**config.mk**
```make
export PLATFORM = sky130hd
export DESIGN_NAME = pl_sequencer
export DESIGN_NICKNAME = d
export VERILOG_FILES = /design/src/rtl/pl_seq_pkg.sv /design/src/rtl/pl_prescaler.sv /design/src/rtl/pl_cycle_counter.sv /design/src/rtl/pl_sequencer.sv
export SDC_FILE = /design/constraint.sdc
export NUM_CORES = 1
export LEC_CHECK = 0
export BUFFER_PORTS_ARGS = -buffer_cell sky130_fd_sc_hd__buf_2
export CORE_ASPECT_RATIO = 0.75
export CORE_MARGIN = 1.5
export CORE_UTILIZATION = 55
export CTS_CLUSTER_DIAMETER = 30
export DETAILED_ROUTE_END_ITERATION = 16
export GPL_TIMING_DRIVEN = 0
export PLACE_DENSITY_LB_ADDON = 0.15
export SLEW_MARGIN = 20
export SYNTH_ARGS = -nofsm -noshare
export SYNTH_HDL_FRONTEND = slang
export SYNTH_SLANG_ARGS = --single-unit
export TNS_END_PERCENT = 5
```
**constraint.sdc**
```tcl
create_clock -name clk -period 2.91 [get_ports clk]
set_clock_uncertainty 0.15 [all_clocks]
set_input_delay 0.291 -clock clk [delete_from_list [all_inputs] [get_ports clk]]
set_output_delay 0.291 -clock clk [all_outputs]
set_load 0.005 [all_outputs]
```
**src/rtl/pl_seq_pkg.sv**
```systemverilog
package pl_seq_pkg;

  typedef enum logic {
    PH_POLARIZE = 1'b0,
    PH_LISTEN   = 1'b1
  } phase_e;

  // The counter's top bit alone selects the phase.
  function automatic phase_e phase_of(input logic top_bit);
    return top_bit ? PH_LISTEN : PH_POLARIZE;
  endfunction

endpackage

```
**src/rtl/pl_prescaler.sv**
```systemverilog
module pl_prescaler #(
  parameter int STAGES = 14,
  parameter int TAP    = 4
) (
  input  logic clk,
  input  logic rst,
  input  logic ref_en,
  output logic step,
  output logic tap
);
  localparam logic [STAGES-1:0] LAST = '1;

  logic [STAGES-1:0] div_q;

  always_ff @(posedge clk) begin
    if (rst)         div_q <= '0;
    else if (ref_en) div_q <= div_q + 1'b1;
  end

  assign step = ref_en && (div_q == LAST);
  assign tap  = div_q[TAP-1];

  // After a step, the prescaler must start again from zero.
  assert_step_restart_R2: assert property (@(posedge clk) disable iff (rst)
    step |=> (div_q == '0));

  // With no enable, the prescaler holds its value.
  assert_idle_hold_R2: assert property (@(posedge clk) disable iff (rst)
    !ref_en |=> $stable(div_q));

endmodule

```
**src/rtl/pl_cycle_counter.sv**
```systemverilog
module pl_cycle_counter #(
  parameter int WIDTH = 4,
  parameter int WRAP  = 10
) (
  input  logic             clk,
  input  logic             rst,
  input  logic             step,
  input  logic             short_sel,
  output logic [WIDTH-1:0] count,
  output logic [WIDTH-1:0] count_next,
  output logic             short_mode
);
  localparam logic [WIDTH-1:0] WRAP_LAST = WIDTH'(WRAP - 1);

  function automatic logic [WIDTH-1:0] advance(input logic [WIDTH-1:0] cur,
                                               input logic             shortened);
    if (shortened && cur == WRAP_LAST) return '0;
    return cur + 1'b1;
  endfunction

  logic [WIDTH-1:0] cnt_q;
  logic             mode_q;
  logic             wrap_evt;

  assign count_next = advance(cnt_q, mode_q);
  assign wrap_evt   = step && (count_next == '0);

  always_ff @(posedge clk) begin
    if (rst) begin
      cnt_q  <= '0;
      mode_q <= short_sel;
    end else if (step) begin
      cnt_q <= count_next;
      if (wrap_evt) mode_q <= short_sel;
    end
  end

  assign count      = cnt_q;
  assign short_mode = mode_q;

  // Without a step, the count must not move.
  assert_no_step_hold_R3: assert property (@(posedge clk) disable iff (rst)
    !step |=> $stable(cnt_q));

  // In short mode the decoded count is never reached.
  assert_short_wrap_R4: assert property (@(posedge clk) disable iff (rst)
    (step && mode_q && cnt_q == WRAP_LAST) |=> (cnt_q == '0));

  // The captured mode changes only at a cycle boundary.
  assert_mode_hold_R8: assert property (@(posedge clk) disable iff (rst)
    !wrap_evt |=> $stable(mode_q));

endmodule

```
**src/rtl/pl_sequencer.sv**
```systemverilog
module pl_sequencer #(
  parameter int PRE_BITS   = 14,
  parameter int TAP_STAGE  = 4,
  parameter int CNT_BITS   = 4,
  parameter int SHORT_WRAP = 10
) (
  input  logic                clk,
  input  logic                rst,
  input  logic                ref_en,
  input  logic                short_sel,
  output logic                polarize,
  output logic                listen,
  output logic                pol_end,
  output logic                cal_tap,
  output logic [CNT_BITS-1:0] cycle_count
);
  import pl_seq_pkg::*;

  localparam int TOP = CNT_BITS - 1;

  logic                step;
  logic [CNT_BITS-1:0] cnt;
  logic [CNT_BITS-1:0] cnt_next;
  logic                mode_short;
  logic                fall_evt;
  logic                pol_end_q;
  phase_e              phase;

  pl_prescaler #(.STAGES(PRE_BITS), .TAP(TAP_STAGE)) u_pre (
    .clk    (clk),
    .rst    (rst),
    .ref_en (ref_en),
    .step   (step),
    .tap    (cal_tap)
  );

  pl_cycle_counter #(.WIDTH(CNT_BITS), .WRAP(SHORT_WRAP)) u_cnt (
    .clk        (clk),
    .rst        (rst),
    .step       (step),
    .short_sel  (short_sel),
    .count      (cnt),
    .count_next (cnt_next),
    .short_mode (mode_short)
  );

  // The edge that sets the counter's top bit ends polarization.
  assign fall_evt = step && !cnt[TOP] && cnt_next[TOP];

  always_ff @(posedge clk) begin
    if (rst) pol_end_q <= 1'b0;
    else     pol_end_q <= fall_evt;
  end

  assign phase       = phase_of(cnt[TOP]);
  assign polarize    = (phase == PH_POLARIZE);
  assign listen      = (phase == PH_LISTEN);
  assign pol_end     = pol_end_q;
  assign cycle_count = cnt;

  // The marker appears only on a polarize-to-listen transition.
  assert_marker_edge_R6: assert property (@(posedge clk) disable iff (rst)
    pol_end |-> ($past(polarize) && listen));

  // The marker is never longer than one cycle.
  assert_marker_single_R6: assert property (@(posedge clk) disable iff (rst)
    pol_end |=> !pol_end);

  // Every end of polarization produces the marker.
  assert_marker_present_R6: assert property (@(posedge clk) disable iff (rst)
    $fell(polarize) |-> pol_end);

  // In short mode, the listen phase ends by wrapping before the decoded count.
  assert_short_no_reach_R4: assert property (@(posedge clk) disable iff (rst)
    mode_short |-> (cycle_count < CNT_BITS'(SHORT_WRAP)));

endmodule

```
# After elaboration in Yosys (flattened, before gate mapping)
# Cells that the tools add are included.
[totals]
memories = 0
word_cells = 26
ram_bits = 0
latchBits = 0
rom_bits = 0
regBits = 20
in_bits = 4
[op_classes]
addsub = 2
n_mux = 7
n_shift = 0
n_lt_le_gt_ge = 0
reduce_logical = 10
n_mul = 0
eq_ne = 2
div_mod_pow = 0
n_bitwise = 1
[op_table]
columns = ["operator", "count"]
rows = [
  ["$add A14 B1 Y14 const B", 1],
  ["$eq A14 B14 Y1 const B", 1],
  ["$mux W4", 2],
  ["$logic_and A1 B1 Y1", 5],
  ["$mux W1", 5],
  ["$add A4 B1 Y4 const B", 1],
  ["$eq A4 B4 Y1 const B", 1],
  ["$logic_not A4 Y1", 1],
  ["$reduce_bool A2 Y1", 2],
  ["$reduce_and A2 Y1", 1],
  ["$logic_not A1 Y1", 1],
  ["$not A1 Y1", 1],
]

# Logic depth before layout (Yosys ltp)
[depth]
word_depth = 9
depth_mapped = 6
depth_no_buf = 6

# Cells and area by module
# From an unflattened synthesis, not the netlist that was laid out.
[unflattened]
cells_unflattened = 115
hier_area_um2 = 1036.0
[modules_own_cells]
columns = ["module", "area_per_inst_um2", "n_inst", "cells_each"]
rows = [
  ["pl_prescaler", 695.7, 1, 75],
  ["pl_cycle_counter", 296.5, 1, 36],
  ["pl_sequencer", 43.8, 1, 4],
]

# Worst setup path after synthesis
# OpenSTA, ideal clock, no wires.
[synth_path]
path_type = "register -> register"
start = "register u_pre.div_q[0]"
end = "register u_cnt.mode_q (netlist: u_cnt.short_mode), enable pin"
stages_incl_launch_ff = 6
t_arrival_ps = 1578
n_path_buf = 1
slack_ps = 862
setup_ps = 320
required_ps = 2440
period_less_slack_ps = 2048
path_cell_list = "dfxtp_1 -> ha_1 -> nand2_4 -> or4_1 -> clkbuf_2 -> o31ai_1"
[synth_between]
elab_chain_cells = 5
elab_cells_between_ends = 6
classes_between = "eq/ne (1); reduce/logical (5)"
[synth_rtl]
columns = ["element", "line_no", "text"]
rows = [
  ["start, declared", "pl_prescaler.sv:13", "logic [STAGES-1:0] div_q;"],
  ["start signal, assigned", "pl_prescaler.sv:17", "else if (ref_en) div_q <= div_q + 1'b1;"],
  ["$eq A14 B14 Y1 (*)", "pl_prescaler.sv:20", "assign step = ref_en && (div_q == LAST);"],
  ["$logic_and A1 B1 Y1 (*)", "pl_prescaler.sv:20", ""],
  ["$logic_and A1 B1 Y1", "pl_cycle_counter.sv:26", "assign wrap_evt = step && (count_next == '0);"],
  ["$reduce_bool A2 Y1 (no line)", "--", ""],
  ["$reduce_and A2 Y1 (no line) (*)", "--", ""],
  ["end signal, assigned", "pl_cycle_counter.sv:31", "mode_q <= short_sel;"],
  ["end signal, assigned", "pl_cycle_counter.sv:34", "if (wrap_evt) mode_q <= short_sel;"],
  ["end, declared", "pl_cycle_counter.sv:22", "logic mode_q;"],
]
# Mark *: on every way between the ends. The rest lies on a longest branch, timed or not.
# A chain may end at the register's enable or synchronous reset.

# Worst setup path in the final report
[layout_path]
start = "register u_pre.div_q[0]"
end = "register u_cnt.cnt_q[1] (netlist: u_cnt.count[1])"
[layout_between]
elab_chain_cells = 2
[layout_rtl]
columns = ["element", "line_no", "text"]
rows = [
  ["$eq A14 B14 Y1", "pl_prescaler.sv:20", ""],
  ["$logic_and A1 B1 Y1", "pl_prescaler.sv:20", ""],
  ["end signal, assigned", "pl_cycle_counter.sv:33", "cnt_q <= count_next;"],
  ["end, declared", "pl_cycle_counter.sv:21", "logic [WIDTH-1:0] cnt_q;"],
]
# No other way between the ends.

==> flow_metrics.tcl <==
set metrics [dict create \
    status "finished clean" \
    path_cells "ha_1 -> nand2_4 -> or4_1 -> clkbuf_2 -> or3_1 -> a21oi_1" \
    power_frac_clock_pct 34.5 \
    worst-setup-path-type "flop to flop" \
    worstPathRequired_ns 2.99 \
    slowest_delay_ns 0.51 \
    core_region_area_um2 1550 \
    clk-insertion-delay-late_ns 0.30 \
    cts.sinks 20 \
    dr.pass1.iters 4 \
    grt_max_degree 12 \
    cts_root_buf "clkbuf_4" \
    met3_usage_pct 8.14 \
    drv_cap 0 \
    r2r_setup_slack_ns 0.73 \
    p_per_area_nw_per_um2 432 \
    setup_violations 0 \
    dp_hpwl_um 1210 \
    hp-class "input pin to flop" \
    diodes 0 \
    clock_path_buffers 2 \
    holdPathStages 3 \
    switchingPower_mw 0.0978 \
    fin_tns_setup_ns 0 \
    power_frac_comb_pct 4.0 \
    reg2reg_from "u_pre.div_q[0]" \
    drt_iter0_drc 17 \
    slew_viol_final 0 \
    synth_nets 115 \
    fp.dieW_um 51.0 \
    period_needed_ns 2.18 \
    final_util_pct 69.1 \
    synthMuxAreaShare_pct 3.16 \
    area_delta_synth_final_pct 12.4 \
    grt.total_usage_pct 20.3 \
    ir_drop_mv 0.292 \
    relSlewSlack_pct 69.4 \
    syn_area_um2 951 \
    async_flop_share_pct 0 \
    routedWlPerCell_um 11.8 \
    drc_errors 0 \
    yosys.area_share.simple_pct 27.9 \
    io_pins 12 \
    worstMarginPinSlew_ns 0.460 \
    vias_per_cell 5.52 \
    htree_levels 1 \
    num_vias 790 \
    p_int_mw 0.364 \
    synth_ff_type "dfxtp_1" \
    synth_top_family_by_area "simple AND/OR/NAND/NOR gates" \
    cts_resized 0 \
    nFillCells 124 \
    grt-ovfl-total 0 \
    drive_gt1_share_pct 13.9 \
    hold_end "u_pre.div_q[0]" \
    power.share.sequential_pct 61.5 \
    synth_compound_area_share_pct 5.53 \
    yosysWarnings 0 \
    arrival_ns 2.26 \
    cts_tree "done" \
    clkTransAtPathRegs_ns 0.11 \
    synth_xor_area_share_pct 11.1 \
    antenna_found_initial 0 \
    synthDistinctLibCells 28 \
    layout_commonest_cell "dfxtp_1" \
    layout_common_cells "dfxtp_1 (19), nor2_1 (15), xnor2_1 (9), buf_2 (9), nand4_1 (6)" \
    fmax_mhz 459 \
    syn-instance-count 108 \
    synth-edff-count 1 \
    cts_buffers 3 \
    grt_pass1_vias 645 \
    synth_fa_ha_area_share_pct 3.95 \
    use_met2_pct 31.2 \
    grt_pass1_wl_um 2850 \
    rsz0062_at_grt "false" \
    reg2reg_depth 6 \
    cp_max_fo 7 \
    slowest_stage "or4_1" \
    place_congestion 0.762 \
    initial_utilization_pct 61.5 \
    die_h_um 39.0 \
    synth_seq_area_share_pct 43.2 \
    nNetsFinal 130 \
    met1_usage_pct 26.1 \
    final.period_utilization_pct 74.9 \
    dieArea_um2 1990 \
    io_buffers 9 \
    crit_path_start_kind "flop" \
    wirelength_um 1690 \
    fp-row-count 12 \
    crit_path_end_kind "flop" \
    synth_seq_cells 20 \
    hold_violations 0 \
    detail-route-antenna-nets 0 \
    power.leakage_nw 0.386 \
    p_sw_share_pct 21.2 \
    syn_avg_cell_area_um2 8.80 \
    top_usage_layer "met2" \
    min-delay-start "ref_en" \
    worstReg2RegEnd "u_cnt.count[1]" \
]
## routing by layer
| metal | vias up | routed length (um) |
|---|---|---|
| met5 | - | 0 |
| li1 | 405 | - |
| met4 | 0 | 21 |
| met2 | 25 | 731 |
| met1 | 356 | 831 |
| met3 | 4 | 103 |
## cell families (layout without fill, tap and decap cells)
family	after synthesis	in the layout
AO/OA/AOI/OAI	9	9
buffers and inverters	11	25
XOR/XNOR	12	12
adder cells (fa/ha/maj)	3	3
flip-flops	20	20
AND/OR/NAND/NOR	50	50
multiplexers	3	3
## state kept, by name, summed over array words and instances, names as in the netlist
signal / flops
pol_end: 1
u_cnt.short_mode: 1
u_cnt.count: 4
u_pre.div_q: 14
## power groups by stage
| stage | logic, mW | clock network (mW) | registers, mW |
|---|---|---|---|
| floorplan | 0.0137 | 0 | 0.289 |
| global placement | 0.0168 | 0 | 0.290 |
| detailed placement | 0.0172 | 0 | 0.290 |
| CTS | 0.0173 | 0.165 | 0.284 |
| global route | 0.0211 | 0.179 | 0.285 |
| finish | 0.0183 | 0.160 | 0.284 |
## per-stage QoR
stage | instances | area [um^2] | setup WS, ns | power, mW | hold WS [ns]
5_1_grt | 143 | 1070 | 0.554 | 0.485 | 0.174
4_1_cts | 142 | 1060 | 0.718 | 0.466 | 0.000753
3_3_place_gp | 138 | 1020 | 0.737 | 0.307 | 0.318
3_5_place_dp | 138 | 1020 | 0.752 | 0.307 | 0.320
6_report | 143 | 1070 | 0.730 | 0.462 | 0.162
2_1_floorplan | 108 | 951 | 0.862 | 0.303 | 0.240
## worst max path at each step
stage                         from               end  slack, ns  cells past startpoint
CTS                 u_pre.div_q[0]    u_cnt.count[1]       0.72                      6
global placement    u_pre.div_q[0]  u_cnt.short_mode       0.74                      5
detailed placement  u_pre.div_q[0]    u_cnt.count[1]       0.75                      6
finish              u_pre.div_q[0]    u_cnt.count[1]       0.73                      6
floorplan           u_pre.div_q[0]  u_cnt.short_mode       0.86                      5
global route        u_pre.div_q[0]  u_cnt.short_mode       0.55                      5
## critical path: cells and delay by family (launching register included)
kind | cells | cell delay [ns]
AOI/OAI and AO/OA | 1 | 0.15
and+or+nand+nor | 3 | 0.97
buffers and inverters | 1 | 0.17
DFF | 1 | 0.41
adders and majority gates | 1 | 0.26
## layout make-up
cell class / count / area [um^2] / area share [%]
Buffer: 6 / 31.3 / 2.93
Clock buffer: 4 / 36.3 / 3.40
Inverter: 5 / 18.8 / 1.76
Multi-Input combinational cell: 77 / 490 / 45.9
Sequential cell: 20 / 410 / 38.4
Tap cell: 21 / 26.3 / 2.46
Timing Repair Buffer: 10 / 55.1 / 5.15
## cells in the mapped netlist, types with 3 or more instances
library cell  count  area share [%]
a21oi_1           4             2.1
xnor2_1           9             8.3
or3_1             4             2.6
nand2_1           5             2.0
nor3_1            4             2.1
nor4_1            5             3.3
mux2i_1           3             3.2
dfxtp_1          19              40
inv_1             5             2.0
nand4_1           6             3.9
nor2_1           15             5.9
clkbuf_1          3             1.2
ha_1              3             3.9
nand3_1           4             2.1
xor2_1            3             2.8
## repair_timing
action,CTS,global route
buffers inserted,0,0
hold endpoints to repair,0,1
hold buffers,0,1
No activity file was read; power rests on OpenSTA's default activity.
